**src/rtl/alarm_pkg.sv**
```systemverilog
package alarm_pkg;
  localparam int NUM_ALARM = 2;
  localparam int IDX_LOS   = 0;
  localparam int IDX_FLT   = 1;

  localparam int ADR_LOS_ST  = 'h04;
  localparam int ADR_FLT_ST  = 'h05;
  localparam int ADR_LOS_EN  = 'h06;
  localparam int ADR_FLT_EN  = 'h07;
  localparam int ADR_LOS_INT = 'h08;
  localparam int ADR_FLT_INT = 'h09;
  localparam int ADR_CH_RST  = 'h0A;
endpackage

```
**src/rtl/alarm_sync.sv**
```systemverilog
module alarm_sync #(
  parameter int N      = 8,
  parameter int STAGES = 2
) (
  input  logic         clk_i,
  input  logic         rst_ni,
  input  logic [N-1:0] d_i,
  output logic [N-1:0] q_o,
  output logic [N-1:0] nxt_o
);
  logic [STAGES-1:0][N-1:0] pipe_q;

  always_ff @(posedge clk_i or negedge rst_ni) begin
    if (!rst_ni) pipe_q <= '0;
    else begin
      pipe_q[0] <= d_i;
      for (int k = 1; k < STAGES; k++) pipe_q[k] <= pipe_q[k-1];
    end
  end

  assign q_o   = pipe_q[STAGES-1];
  assign nxt_o = pipe_q[STAGES-2];
endmodule

```
**src/rtl/alarm_track.sv**
```systemverilog
module alarm_track #(
  parameter int N      = 8,
  parameter int STAGES = 2
) (
  input  logic         clk_i,
  input  logic         rst_ni,
  input  logic [N-1:0] alarm_i,
  input  logic         clr_i,
  output logic [N-1:0] status_o,
  output logic [N-1:0] int_o
);
  logic [N-1:0] nxt, ev, int_q;

  alarm_sync #(.N(N), .STAGES(STAGES)) u_sync (
    .clk_i (clk_i),
    .rst_ni(rst_ni),
    .d_i   (alarm_i),
    .q_o   (status_o),
    .nxt_o (nxt)
  );

  // status changes on the next edge wherever nxt differs
  assign ev = nxt ^ status_o;

  always_ff @(posedge clk_i or negedge rst_ni) begin
    if (!rst_ni) int_q <= '0;
    else         int_q <= (clr_i ? '0 : int_q) | ev;
  end

  assign int_o = int_q;

  // every event leaves its bit set, clear or not
  a_r3_event_sets: assert property (@(posedge clk_i) disable iff (!rst_ni)
    (|ev) |=> ((int_o & $past(ev)) == $past(ev)));
  // without a clear, set bits stay set
  a_r3_sticky: assert property (@(posedge clk_i) disable iff (!rst_ni)
    (!clr_i) |=> ((int_o & $past(int_o)) == $past(int_o)));
  // a clear with no event empties the register
  a_r4_clear_all: assert property (@(posedge clk_i) disable iff (!rst_ni)
    (clr_i && ev == '0) |=> (int_o == '0));
endmodule

```
**src/rtl/host_regs.sv**
```systemverilog
module host_regs
  import alarm_pkg::*;
#(
  parameter int N      = 8,
  parameter int ADDR_W = 8
) (
  input  logic                           clk_i,
  input  logic                           rst_ni,
  input  logic                           wr_i,
  input  logic                           rd_i,
  input  logic [ADDR_W-1:0]              addr_i,
  input  logic [N-1:0]                   wdata_i,
  input  logic [NUM_ALARM-1:0][N-1:0]    status_i,
  input  logic [NUM_ALARM-1:0][N-1:0]    int_i,
  output logic [NUM_ALARM-1:0][N-1:0]    en_o,
  output logic [NUM_ALARM-1:0]           clr_o,
  output logic [N-1:0]                   rst_o,
  output logic [N-1:0]                   rdata_o
);
  localparam logic [ADDR_W-1:0] A_LOS_ST  = ADDR_W'(ADR_LOS_ST);
  localparam logic [ADDR_W-1:0] A_FLT_ST  = ADDR_W'(ADR_FLT_ST);
  localparam logic [ADDR_W-1:0] A_LOS_EN  = ADDR_W'(ADR_LOS_EN);
  localparam logic [ADDR_W-1:0] A_FLT_EN  = ADDR_W'(ADR_FLT_EN);
  localparam logic [ADDR_W-1:0] A_LOS_INT = ADDR_W'(ADR_LOS_INT);
  localparam logic [ADDR_W-1:0] A_FLT_INT = ADDR_W'(ADR_FLT_INT);
  localparam logic [ADDR_W-1:0] A_CH_RST  = ADDR_W'(ADR_CH_RST);

  logic [NUM_ALARM-1:0][N-1:0] en_q;
  logic [N-1:0] rst_q, rdata_q, rmux;

  always_ff @(posedge clk_i or negedge rst_ni) begin
    if (!rst_ni) begin
      en_q  <= '0;
      rst_q <= '0;
    end else if (wr_i) begin
      if (addr_i == A_LOS_EN) en_q[IDX_LOS] <= wdata_i;
      if (addr_i == A_FLT_EN) en_q[IDX_FLT] <= wdata_i;
      if (addr_i == A_CH_RST) rst_q         <= wdata_i;
    end
  end

  always_comb begin
    rmux = '0;
    unique case (addr_i)
      A_LOS_ST:  rmux = status_i[IDX_LOS];
      A_FLT_ST:  rmux = status_i[IDX_FLT];
      A_LOS_EN:  rmux = en_q[IDX_LOS];
      A_FLT_EN:  rmux = en_q[IDX_FLT];
      A_LOS_INT: rmux = int_i[IDX_LOS];
      A_FLT_INT: rmux = int_i[IDX_FLT];
      A_CH_RST:  rmux = rst_q;
      default:   rmux = '0;
    endcase
  end

  always_ff @(posedge clk_i or negedge rst_ni) begin
    if (!rst_ni) rdata_q <= '0;
    else         rdata_q <= rd_i ? rmux : '0;
  end

  assign clr_o[IDX_LOS] = rd_i && (addr_i == A_LOS_INT);
  assign clr_o[IDX_FLT] = rd_i && (addr_i == A_FLT_INT);
  assign en_o    = en_q;
  assign rst_o   = rst_q;
  assign rdata_o = rdata_q;

  // reset bits move only on a write to their register
  a_r7_rst_hold: assert property (@(posedge clk_i) disable iff (!rst_ni)
    !(wr_i && addr_i == A_CH_RST) |=> $stable(rst_o));
  // enables move only on a write to their own address
  a_r8_en_hold: assert property (@(posedge clk_i) disable iff (!rst_ni)
    !(wr_i && (addr_i == A_LOS_EN || addr_i == A_FLT_EN)) |=> $stable(en_o));
  // no read, no data
  a_r9_idle_zero: assert property (@(posedge clk_i) disable iff (!rst_ni)
    !rd_i |=> (rdata_o == '0));
endmodule

```
**src/rtl/alarm_irq_bank.sv**
```systemverilog
module alarm_irq_bank
  import alarm_pkg::*;
#(
  parameter int NUM_CH      = 8,
  parameter int ADDR_W      = 8,
  parameter int SYNC_STAGES = 2
) (
  input  logic              clk_i,
  input  logic              rst_ni,
  input  logic [NUM_CH-1:0] los_i,
  input  logic [NUM_CH-1:0] flt_i,
  input  logic              wr_i,
  input  logic              rd_i,
  input  logic [ADDR_W-1:0] addr_i,
  input  logic [NUM_CH-1:0] wdata_i,
  output logic [NUM_CH-1:0] rdata_o,
  output logic              irq_o,
  output logic [NUM_CH-1:0] chan_rst_o
);
  logic [NUM_ALARM-1:0][NUM_CH-1:0] alarm_in, status, int_st, en;
  logic [NUM_ALARM-1:0]             clr;
  logic [NUM_ALARM-1:0]             irq_src;

  assign alarm_in[IDX_LOS] = los_i;
  assign alarm_in[IDX_FLT] = flt_i;

  for (genvar g = 0; g < NUM_ALARM; g++) begin : g_alarm
    alarm_track #(.N(NUM_CH), .STAGES(SYNC_STAGES)) u_track (
      .clk_i   (clk_i),
      .rst_ni  (rst_ni),
      .alarm_i (alarm_in[g]),
      .clr_i   (clr[g]),
      .status_o(status[g]),
      .int_o   (int_st[g])
    );
    assign irq_src[g] = |(int_st[g] & en[g]);
  end

  host_regs #(.N(NUM_CH), .ADDR_W(ADDR_W)) u_regs (
    .clk_i   (clk_i),
    .rst_ni  (rst_ni),
    .wr_i    (wr_i),
    .rd_i    (rd_i),
    .addr_i  (addr_i),
    .wdata_i (wdata_i),
    .status_i(status),
    .int_i   (int_st),
    .en_o    (en),
    .clr_o   (clr),
    .rst_o   (chan_rst_o),
    .rdata_o (rdata_o)
  );

  assign irq_o = |irq_src;

  // with every enable zero the line stays quiet
  a_r6_masked_quiet: assert property (@(posedge clk_i) disable iff (!rst_ni)
    (en == '0) |-> !irq_o);
  // no pending interrupt, no line
  a_r6_needs_pending: assert property (@(posedge clk_i) disable iff (!rst_ni)
    (int_st == '0) |-> !irq_o);
endmodule

```
**config.mk**
```make
export PLATFORM = sky130hd
export DESIGN_NAME = alarm_irq_bank
export DESIGN_NICKNAME = d
export VERILOG_FILES = /design/src/rtl/alarm_pkg.sv /design/src/rtl/alarm_sync.sv /design/src/rtl/alarm_track.sv /design/src/rtl/host_regs.sv /design/src/rtl/alarm_irq_bank.sv
export SDC_FILE = /design/constraint.sdc
export NUM_CORES = 1
export LEC_CHECK = 0
export ABC_AREA = 1
export CORE_MARGIN = 5
export CORE_UTILIZATION = 54
export DETAILED_ROUTE_END_ITERATION = 8
export PLACE_DENSITY = 0.79
export SLEW_MARGIN = 15
export SYNTH_ARGS = -nofsm -noshare
export SYNTH_HDL_FRONTEND = slang
export SYNTH_SLANG_ARGS = --single-unit
```
**constraint.sdc**
```tcl
create_clock -name clk_i -period 1.15 [get_ports clk_i]
set_input_delay 0.1725 -clock clk_i [delete_from_list [all_inputs] [get_ports clk_i]]
set_output_delay 0.1725 -clock clk_i [all_outputs]
set_load 0.02 [all_outputs]
```
# Word level (Yosys, flattened, before mapping)
# Index checks and enable logic that the tools add are counted.
[classes]
n_eq_ne = 7
mux = 4
bitwise = 6
reduce_logical = 6
[ops]
columns = ["operator", "n"]
rows = [
  ["one-hot mux 8 bit (7 select lines)", 1],
  ["equality test 8 x 3 -> 1 bit (second input constant)", 4],
  ["equality test 8 x 4 -> 1 bit (second input constant)", 3],
  ["2-to-1 mux 8 bit", 3],
  ["bitwise AND 8 bit", 2],
  ["bitwise OR 8 bit", 2],
  ["OR reduction 16 bit", 1],
  ["XOR 8 bit", 2],
  ["AND reduction 2 bit", 3],
  ["logical AND 1 bit", 2],
]
[totals]
regBits = 80
input_bits = 36
output_inout_bits = 17
wordCells = 33

# Depth between registers and ports, before layout
# Gate-level depths: netlist of the first run.
[logic_depth]
depth_word = 4
mapped_depth = 10

# Modules after synthesis
# From an unflattened synthesis of the first run, not the netlist that was laid out.
[hier_totals]
cells_unflattened = 422
hier_area_um2 = 3525.9
[by_module_without_submodules]
columns = ["mod", "instances", "cells_per_inst", "area_each_um2"]
rows = [
  ["host_regs", 1, 241, 1803.0],
  ["alarm_sync", 2, 16, 400.4],
  ["alarm_track", 2, 57, 394.1],
  ["alarm_irq_bank", 1, 35, 133.9],
]

# Worst setup path before layout of the first run
# No wires, ideal clock.
[synth_path]
kind = "register -> output"
from = "register u_regs.en_q, in the netlist u_regs.en_o[4]"
to = "output port irq_o"
arrival_time_ps = 958
t_required_ps = 978
slack_ps = 19
stages_incl_launch_ff = 4
n_path_buf = 0
path_cell_list = "dfrtp_1 a22o_1 nor3b_1 nand3_1"
[synth_via]
elab_chain_len = 2
[synth_rtl]
columns = ["item", "line_no", "rtl"]
rows = [
  ["start: declaration", "host_regs.sv:28", "logic [NUM_ALARM-1:0][N-1:0] en_q;"],
  ["start signal: indexed assignment", "host_regs.sv:36", "if (addr_i == A_LOS_EN) en_q[IDX_LOS] <= wdata_i;"],
  ["start signal: indexed assignment", "host_regs.sv:37", "if (addr_i == A_FLT_EN) en_q[IDX_FLT] <= wdata_i;"],
  ["bitwise AND 8 bit", "alarm_irq_bank.sv:36", "assign irq_src[g] = |(int_st[g] & en[g]);"],
  ["OR reduction 16 bit", "alarm_irq_bank.sv:54", "assign irq_o = |irq_src;"],
  ["end: declaration", "alarm_irq_bank.sv:17", "output logic irq_o,"],
]
# No other way between the ends.

# Worst setup path in the final report of the first run
[layout_path]
from = "register u_regs.en_q, in the netlist u_regs.en_o[13]"
to = "output port irq_o"
# Same word-level chain as after synthesis.

==> impl_metrics.csv, run 1 <==
group,metric,value,unit
run_status,status,"finished with violations",
run_status,failed_checks,"negative setup slack",
critical_path,crit_fanout,2,
critical_path,crit_arrival,1540,ps
critical_path,cp.required,980,ps
logic_synthesis,synthTopCellsByArea,"dfrtp_1 56%, nand2_1 8.8%, nand3_1 6.7%",
logic_synthesis,async_flop_share,1.00,
sta,fmax,584,MHz
critical_path,crit_path_start_kind,"flip-flop",
sta,skew,10.4,ps
clock_tree,cts_tree,"built",
global_route,overflow,0,
finish,final_cells,607,
floorplanning,ios,53,
routing,first_pass_iters,5,
logic_synthesis,ys.warnings.count,0,
clock_tree,h-tree-depth,3,
finish,nNetsFinal,561,
sta,post-route-period-util,1.49,
power,power_density,1140,nW/um2
floorplanning,dieHeight,91.7,um
routing,antenna_left,0,
finish,syn2layout_area_growth,49.7,%
sta,tns,-595,ps
routing,vias,3514,
routing,wl,11600,um
floorplanning,dieArea,8410,um2
global_route,grt_usage,0.262,
finish,final_cell_area,5390,um2
sta,hold_viol_final,0,
logic_synthesis,synth.distinct_cells,27,
power,peakVddDrop,1.27,mV
sta,setup_slack,-561,ps
routing,drt_iter0_markers,417,
placement,gp_congestion,0.912,
global_route,grt_max_degree,48,
min_path,min-delay-start,"los_i[2]",
floorplanning,coreArea,6420,um2
global_route,grt_pass1_wl,17200,um
logic_synthesis,synth_top_area_share,0.556,
clock_tree,cts.sinks,80,
global_route,antenna_found_initial,0,
critical_path,critical_path_class,"reg2out",
sta,setup_violations,3,
critical_path,cp-end-kind,"output pin",
min_path,hold_path.class,"in2reg",
logic_synthesis,yosysSeqAreaShare,0.556,
critical_path,worstRegToRegCells,6,
finish,antenna_cells,0,
sta,period_minus_slack,1710,ps
sta,relSlewSlack,0.695,
sta,slew_violations,0,
logic_synthesis,synth_fp_nets,415,
clock_tree,clock-root-buffer,"clkbuf_8",
logic_synthesis,synth_ff_type,"dfrtp_1",
logic_synthesis,synth-seq-cells,80,
critical_path,critPathLaunch,"u_regs.en_o[13]$_DFFE_PN0P_",
clock_tree,clock_latency,360,ps
placement,dp_cells,559,
floorplanning,start_util,0.561,
logic_synthesis,synth_most_common_cell,"nand2_1",
sta,worstMarginPinSlew,456,ps
min_path,hold_depth,1,
finish,final_util,0.840,
clock_tree,cts_made_buffers,9,
floorplanning,die_w,91.7,um
logic_synthesis,syn_avg_cell_area,9.51,um2
placement,io_buffers,52,
placement,placed_cell_area,4690,um2
power,p_leak,2.68,nW
logic_synthesis,synth_edf_count,0,
logic_synthesis,synthesis.area,3600,um2
clock_tree,clk_path_buf_depth,2,
routing,drcViolationCount,0,
run,maxCapViolations,0,
global_route,first_global_vias,3493,
finish,drive_gt1_frac,0.368,
floorplanning,fp-row-count,29,
logic_synthesis,ys_top_cells_by_count,"84 x nand2_1, 80 x dfrtp_1, 48 x nand3_1",
critical_path,rr_startpoint,"u_regs.en_o[9]$_DFFE_PN0P_",
logic_synthesis,synth_top_area_cell,"dfrtp_1",
routing,viasPerCell,5.79,
sta,rsz0062_at_grt,"yes",
routing,routedWlPerCell,19.1,um
clock_tree,clk_pin_slew,100,ps
placement,dpl.hpwl,6860,um
logic_synthesis,synthCells,379,
[kinds of logic (layout without fill, tap and decap cells)]
| logic type | after synthesis | in the layout | synth area share |
|---|---|---|---|
| DFF | 80 | 80 | 0.556 |
| xor gates and xnor gates | 16 | 16 | 0.0389 |
| and+or+nand+nor | 183 | 184 | 0.259 |
| buffers and inverters | 45 | 195 | 0.0628 |
| AOI/OAI and AO/OA | 55 | 55 | 0.0833 |
[flip-flops by register name (all words and copies together), names as in the netlist]
signal                        count
g_alarm.u_track.u_sync.nxt_o     16
u_regs.rst_o                      8
g_alarm.u_track.u_sync.q_o       16
u_regs.en_o                      16
g_alarm.u_track.int_o            16
u_regs.rdata_o                    8
[report_power, final]
group / total, mW / switching, mW / internal (mW)
sequential: 3.00 / 0.0826 / 2.92
clock: 2.43 / 1.16 / 1.27
combinational: 0.740 / 0.372 / 0.367
total: 6.17 / 1.61 / 4.56
[critical path, cell delays in order, from the launching register on]
cell and delay, ps:
dfrtp_1 400, a22o_1 230, nor3b_2 230, nand3_1 150
buf_6 160
[path summary, 6_finish.rpt]
path / to / slack, ps
max: irq_o / -560
min: g_alarm[0].u_track.u_sync.nxt_o[2]$_DFF_PN0_ / 240
max reg2reg: u_regs.rdata_o[1]$_DFF_PN0_ / 60
min reg2reg: g_alarm[0].u_track.u_sync.q_o[5]$_DFF_PN0_ / 400
max in group asynchronous: u_regs.rst_o[2]$_DFFE_PN0P_ / 580
min in group asynchronous: g_alarm[1].u_track.int_o[1]$_DFF_PN0_ / 310
[layout make-up]
type,count,area [um2]
Sequential cell,80,2000
Multi-Input combinational cell,255,1560
Timing Repair Buffer,144,1370
Fill cell,316,1030
Inverter,35,131
Clock buffer,9,124
Clock inverter,7,109
Tap cell,77,96.3
[what timing repair did]
item                                    in CTS  in global routing
cloned                                       3                  1
pin swaps                                   18                 29
resized for setup                          101                 49
buffers inserted                            22                  9
endpoints found under the setup margin      65                 30
hold buffers                                 1                  0
endpoints found under the hold margin       80                  0
[through the flow]
stage	worst slack [ps]	power (mW)	hold slack [ps]
detailed placement	-624	3.69	156
global placement	-581	3.67	155
CTS	-553	6.13	231
floorplan	19.2	3.27	-123
finish	-561	6.17	239
global route	-608	6.38	222
[metal layers]
layer,vias up,global-route usage,share of wire
met4,0,0.0879,0.046
met3,59,0.0630,0.087
met5,-,0,0
met2,221,0.450,0.49
li1,1524,-,-
met1,1710,0.325,0.37
[cell usage in the layout (no fill, tap or decap), types with 4 or more instances in the layout]
cell	Yosys	routed
o21ai_0	31	28
nand3_2	4	11
clkdlybuf4s50_1	0	26
xnor2_1	16	16
nand2_1	84	70
buf_12	0	12
buf_4	0	68
clkbuf_8	0	9
nor2_4	5	5
nand3_1	48	38
inv_2	4	8
nand2_2	2	13
nor2_8	4	4
buf_2	1	16
inv_1	30	26
dfrtp_1	80	80
nand2_4	5	7
nor2_1	25	20
clkdlybuf4s15_1	0	6
o21ai_1	9	11
nor2_2	3	8
a21oi_1	7	5
buf_6	6	8
(Power assumes the default switching activity.)
==> run 2: changes to the inputs <==
==> constraint.sdc (replaced) <==
create_clock -name clk_i -period 1.15 [get_ports clk_i]
set_input_delay 0.1725 -clock clk_i [delete_from_list [all_inputs] [get_ports clk_i]]
set_output_delay 0.1725 -clock clk_i [all_outputs]
set_load 0.005 [all_outputs]
==> run 2 against run 1 <==
The run still ends with negative setup slack left; via count up 3.3%; flip-flop and latch count unchanged; clock-buffer cell count unchanged; maximum frequency down 2.4%; wire length up 7.9%; utilization down 0.86 points; clock skew down 3.5 ps; clock power down 9.9%; cell count down 0.99%; register-to-register slack worse by 60 ps; power down 3.8%; first-iteration DRC count up 9.6%; critical endpoint unchanged.
==> impl_metrics.csv, run 2 (synthesis gave the netlist of run 1 again) <==
group,metric,value,unit
sta,setup_slack,-604,ps
clock_tree,clk_pin_slew,90,ps
placement,io_buffers,52,
run,maxCapViolations,0,
global_route,first_global_vias,3494,
finish,drive_gt1_frac,0.334,
finish,syn2layout_area_growth,48.2,%
finish,nFillCells,333,
routing,antenna_left,0,
clock_tree,cts_tree,"built",
clock_tree,cts_made_buffers,9,
min_path,min-delay-start,"flt_i[2]",
global_route,grt_use_met3,0.0917,
critical_path,cp_slowest_cell,"dfrtp_1",
critical_path,rr_startpoint,"g_alarm[0].u_track.int_o[5]$_DFF_PN0_",
routing,viasPerCell,6.04,
placement,dpl.hpwl,6530,um
sta,relSlewSlack,0.579,
critical_path,crit_arrival,1580,ps
power,p_total,5.94,mW
routing,drt_iter0_markers,457,
finish,layout.area.seq,2000,um2
critical_path,r2r_setup_slack,0,ps
routing,routedWlPerCell,20.8,um
critical_path,max_stage_delay,380,ps
global_route,grt_max_degree,81,
finish,nNetsFinal,555,
min_path,holdPathEnd,"g_alarm[1].u_track.u_sync.nxt_o[2]$_DFF_PN0_",
floorplanning,dieArea,8410,um2
run_status,status,"finished with violations",
power,peakVddDrop,1.50,mV
clock_tree,h-tree-depth,3,
critical_path,critical_path_class,"reg2out",
routing,first_pass_iters,6,
min_path,hold_path.class,"in2reg",
run_status,failed_checks,"negative setup slack",
global_route,grt_usage,0.275,
global_route,antenna_found_initial,0,
floorplanning,fp-row-count,29,
clock_tree,clock-root-buffer,"clkbuf_8",
sta,setup_violations,9,
finish,final_common_cell,"dfrtp_1",
clock_tree,clk_path_buf_depth,2,
sta,slew_violations,0,
global_route,overflow,0,
floorplanning,die_w,91.7,um
clock_tree,cts.sinks,80,
floorplanning,coreArea,6420,um2
power,power_density,1110,nW/um2
global_route,grt_pass1_wl,17900,um
global_route,busiest_layer,"met2",
critical_path,cp-end-kind,"output pin",
finish,multi_input_area,1560,um2
global_route,met2_usage,0.451,
power,p_leak,2.61,nW
sta,hold_viol_final,0,
sta,period_minus_slack,1750,ps
floorplanning,start_util,0.561,
floorplanning,ios,53,
sta,tns,-879,ps
placement,dp_cells,551,
routing,drcViolationCount,0,
sta,worstMarginPinSlew,631,ps
clock_tree,clock_latency,360,ps
routing,wl,12500,um
critical_path,crit_fanout,2,
sta,fmax,570,MHz
finish,final_cells,601,
finish,most-common-layout-cells,"80 x dfrtp_1, 73 x nand2_1, 62 x buf_4, 36 x nand3_1",
floorplanning,dieHeight,91.7,um
finish,antenna_cells,0,
routing,vias,3630,
critical_path,worstRegToRegCells,7,
placement,gp_congestion,0.914,
global_route,met1_usage,0.322,
critical_path,cp_cell_sequence,"inv_1 > o22ai_1 > nor3b_2 > nand3_1 > buf_2",
critical_path,cp.required,980,ps
sta,rsz0062_at_grt,"yes",
critical_path,r2r_end,"u_regs.rdata_o[5]$_DFF_PN0_",
sta,post-route-period-util,1.53,
critical_path,crit_path_start_kind,"flip-flop",
min_path,hold_depth,1,
sta,skew,6.87,ps
[run 2: changes by cell type in the layout (fill, tap and decap cells not counted), sizes merged]
cell / previous run / this run
bufinv: 2 / 1
buf: 108 / 88
clkdlybuf4s15: 6 / 12
nor2: 37 / 39
nand2: 92 / 91
dlygate4sd2: 0 / 2
clkbuf: 12 / 16
clkinvlp: 0 / 1
bufbuf: 0 / 1
[run 2: report_power, final]
group          switching (mW)  internal, mW
Sequential             0.0894          2.92
Combinational           0.368         0.370
Clock                    1.14          1.05
Total                    1.60          4.34
[run 2: timing repair]
action	CTS	global route
cloned	5	0
pin swaps	14	27
setup endpoints to repair	64	48
hold buffers	1	0
endpoints found under the hold margin	80	0
buffers inserted	22	9
gates resized for setup	73	63
[run 2: worst max-delay path by stage]
stage	to	startpoint	cells after the start	slack, ps
after global routing	irq_o	g_alarm[1].u_track.int_o[5]$_DFF_PN0_	4	-620
after floorplan	g_alarm[1].u_track.int_o[7]$_DFF_PN0_	addr_i[4]	7	80
after detailed placement	u_regs.en_o[15]$_DFFE_PN0P_	addr_i[2]	7	-590
final	irq_o	u_regs.en_o[15]$_DFFE_PN0P_	5	-600
after CTS	irq_o	g_alarm[1].u_track.int_o[5]$_DFF_PN0_	4	-510
after global placement	u_regs.en_o[15]$_DFFE_PN0P_	addr_i[2]	7	-560
[run 2: layout make-up]
class / instances / area share
Inverter: 35 / 0.0246
Timing Repair Buffer: 137 / 0.251
Multi-Input combinational cell: 256 / 0.292
Tap cell: 77 / 0.0180
Sequential cell: 80 / 0.375
Clock buffer: 9 / 0.0232
Clock inverter: 7 / 0.0162
[run 2: stage by stage]
step,utilization,hold slack (ps),cell area [um2],setup slack (ps)
floorplan,-,-123,3600,78.7
global placement,0.714,224,4580,-564
detailed placement,0.714,224,4580,-588
CTS,0.802,228,5150,-512
global route,0.831,219,5340,-620
finish,0.831,237,5340,-604
[run 2: critical path: cells and delay by family, from the launching register on]
kind,cells,cell delay [ps]
AOI/OAI and AO/OA,1,120
buffers and inverters,2,260
and+or+nand+nor,2,450
DFF,1,380
[run 2: routing by layer]
| layer | vias to the layer above | wire, um |
|---|---|---|
| li1 | 1519 | - |
| met1 | 1721 | 4480 |
| met2 | 289 | 5880 |
| met3 | 101 | 1320 |
| met4 | 0 | 818 |
| met5 | - | 0 |
==> run 3: changes to the inputs <==
--- a/config.mk
+++ b/config.mk
@@ -9,7 +9,7 @@
 export CORE_MARGIN = 5
 export CORE_UTILIZATION = 54
 export DETAILED_ROUTE_END_ITERATION = 8
-export PLACE_DENSITY = 0.79
+export PLACE_DENSITY_LB_ADDON = 0.12
 export SLEW_MARGIN = 15
 export SYNTH_ARGS = -nofsm -noshare
 export SYNTH_HDL_FRONTEND = slang
==> run 3 against run 2 <==
The flow still finishes with violations (negative setup slack); maximum frequency rose by 5.5%; final area fell by 2.2%; combinational power fell by 6.4%; worst hold slack got worse by 33 ps; critical path type unchanged; critical endpoint unchanged; largest power group unchanged.
==> impl_metrics.csv, run 3 (synthesis gave the netlist of run 1 again) <==
group,metric,value,unit
power,p_leak,2.60,nW
global_route,grt_pass1_wl,16700,um
clock_tree,cts.sinks,80,
critical_path,cp.required,980,ps
routing,routedWlPerCell,17.6,um
critical_path,crit_arrival,1490,ps
critical_path,crit_path_start_kind,"flip-flop",
finish,syn2layout_area_growth,44.8,%
clock_tree,clock-root-buffer,"clkbuf_8",
routing,wl,10400,um
sta,setup_violations,2,
routing,antenna_left,0,
power,power_density,1120,nW/um2
placement,dp_cells,551,
placement,io_buffers,52,
sta,hold_viol_final,0,
critical_path,cp_cell_sequence,"a22o_1 > nor3b_2 > nand3_1 > buf_2",
run,maxCapViolations,0,
clock_tree,clk_path_buf_depth,2,
routing,vias,3186,
floorplanning,ios,53,
placement,dpl.hpwl,6870,um
clock_tree,clock_latency,360,ps
clock_tree,cts_tree,"built",
sta,skew,12.0,ps
routing,first_pass_iters,5,
sta,setup_slack,-513,ps
run_status,failed_checks,"negative setup slack",
finish,final_cells,591,
routing,drcViolationCount,0,
sta,post-route-period-util,1.45,
sta,fmax,601,MHz
floorplanning,dieHeight,91.7,um
floorplanning,coreArea,6420,um2
finish,most-common-layout-cells,"80 x dfrtp_1, 77 x nand2_1, 51 x buf_4, 47 x nand3_1, 29 x inv_1",
critical_path,cp-end-kind,"output pin",
routing,viasPerCell,5.39,
global_route,antenna_found_initial,0,
sta,finalHoldWorstSlack,204,ps
run_status,status,"finished with violations",
min_path,hold_path.class,"in2async",
critical_path,max_stage_delay,400,ps
finish,drive_gt1_frac,0.284,
clock_tree,clk_pin_slew,90,ps
sta,worstMarginPinSlew,596,ps
global_route,grt_max_degree,31,
routing,drt_iter0_markers,341,
critical_path,crit_fanout,2,
finish,final_cell_area,5220,um2
global_route,first_global_vias,3361,
floorplanning,fp-row-count,29,
floorplanning,dieArea,8410,um2
floorplanning,start_util,0.561,
finish,antenna_cells,0,
finish,final_common_cell,"dfrtp_1",
power,peakVddDrop,1.02,mV
critical_path,cp_slowest_cell,"dfrtp_1",
placement,placed_cell_area,4650,um2
clock_tree,cts_made_buffers,9,
global_route,grt_usage,0.257,
clock_tree,h-tree-depth,3,
critical_path,critical_path_class,"reg2out",
placement,gp_congestion,0.917,
power,p_total,5.85,mW
global_route,overflow,0,
sta,slew_violations,0,
floorplanning,die_w,91.7,um
finish,nNetsFinal,545,
sta,rsz0062_at_grt,"yes",
sta,relSlewSlack,0.602,
sta,period_minus_slack,1660,ps
==> run 3: changes by cell type in the layout (fill, tap and decap cells not counted), sizes merged, moves of 3 or more <==
cell | before | now
buf | 88 | 78
clkdlybuf4s15 | 12 | 8
dlygate4sd2 | 2 | 6
clkbuf | 16 | 19
inv | 38 | 35
==> run 3: per-layer routing <==
layer	GRT usage	vias up	routed length [um]
li1	-	1490	-
met1	0.332	1537	4300
met2	0.410	135	5090
met3	0.0663	24	712
met4	0.113	0	297
met5	0	-	0
==> run 3: worst paths after layout <==
path / startpoint / to / slack [ps] / cells past startpoint
min in group clk_i: flt_i[0] / g_alarm[1].u_track.u_sync.nxt_o[0]$_DFF_PN0_ / 250 / 1
setup / recovery: u_regs.en_o[13]$_DFFE_PN0P_ / irq_o / -510 / 4
hold / removal: rst_ni / u_regs.rst_o[5]$_DFFE_PN0P_ / 200 / 2
setup reg to reg: u_regs.en_o[13]$_DFFE_PN0P_ / u_regs.rdata_o[5]$_DFF_PN0_ / -130 / 9
hold reg to reg: g_alarm[1].u_track.u_sync.nxt_o[7]$_DFF_PN0_ / g_alarm[1].u_track.u_sync.q_o[7]$_DFF_PN0_ / 400 / 0
max in group asynchronous: rst_ni / u_regs.en_o[0]$_DFFE_PN0P_ / 480 / 3
==> run 3: through the flow <==
step | util | TNS (ps) | setup WS, ps
after floorplan | - | 0 | 78.7
after global placement | 0.723 | -23630 | -548
after detailed placement | 0.723 | -25030 | -631
after CTS | 0.798 | -468 | -468
after global routing | 0.813 | -794 | -576
final | 0.813 | -642 | -513
==> run 3: repair_timing <==
item,in CTS,in global routing
pin swaps,14,9
hold endpoints to repair,80,0
setup buffers,12,7
endpoints found under the setup margin,65,49
hold buffers,1,0
gates resized for setup,74,24
cloned,5,1
==> run 3: area by class of cell <==
type                            instances  area, um2
Sequential cell                        80       2000
Multi-Input combinational cell        256       1470
Timing Repair Buffer                  127       1310
Fill cell                             395       1200
Clock buffer                           11        151
Inverter                               35        131
Tap cell                               77       96.3
Clock inverter                          5       62.6
==> run 3: worst max-delay path, delay by kind of cell, from the launching register on <==
kind                   cells  cell delay, ps
flip-flops                 1             400
AO/OA/AOI/OAI              1             250
buffers and inverters      1             150
AND/OR/NAND/NOR            2             340
==> run 3: report_power, final <==
group / total, mW / switching [mW] / internal (mW) / leakage, nW
clock: 2.16 / 1.03 / 1.13 / 0.102
combinational: 0.690 / 0.330 / 0.360 / 1.58
sequential: 3.00 / 0.0798 / 2.92 / 0.920
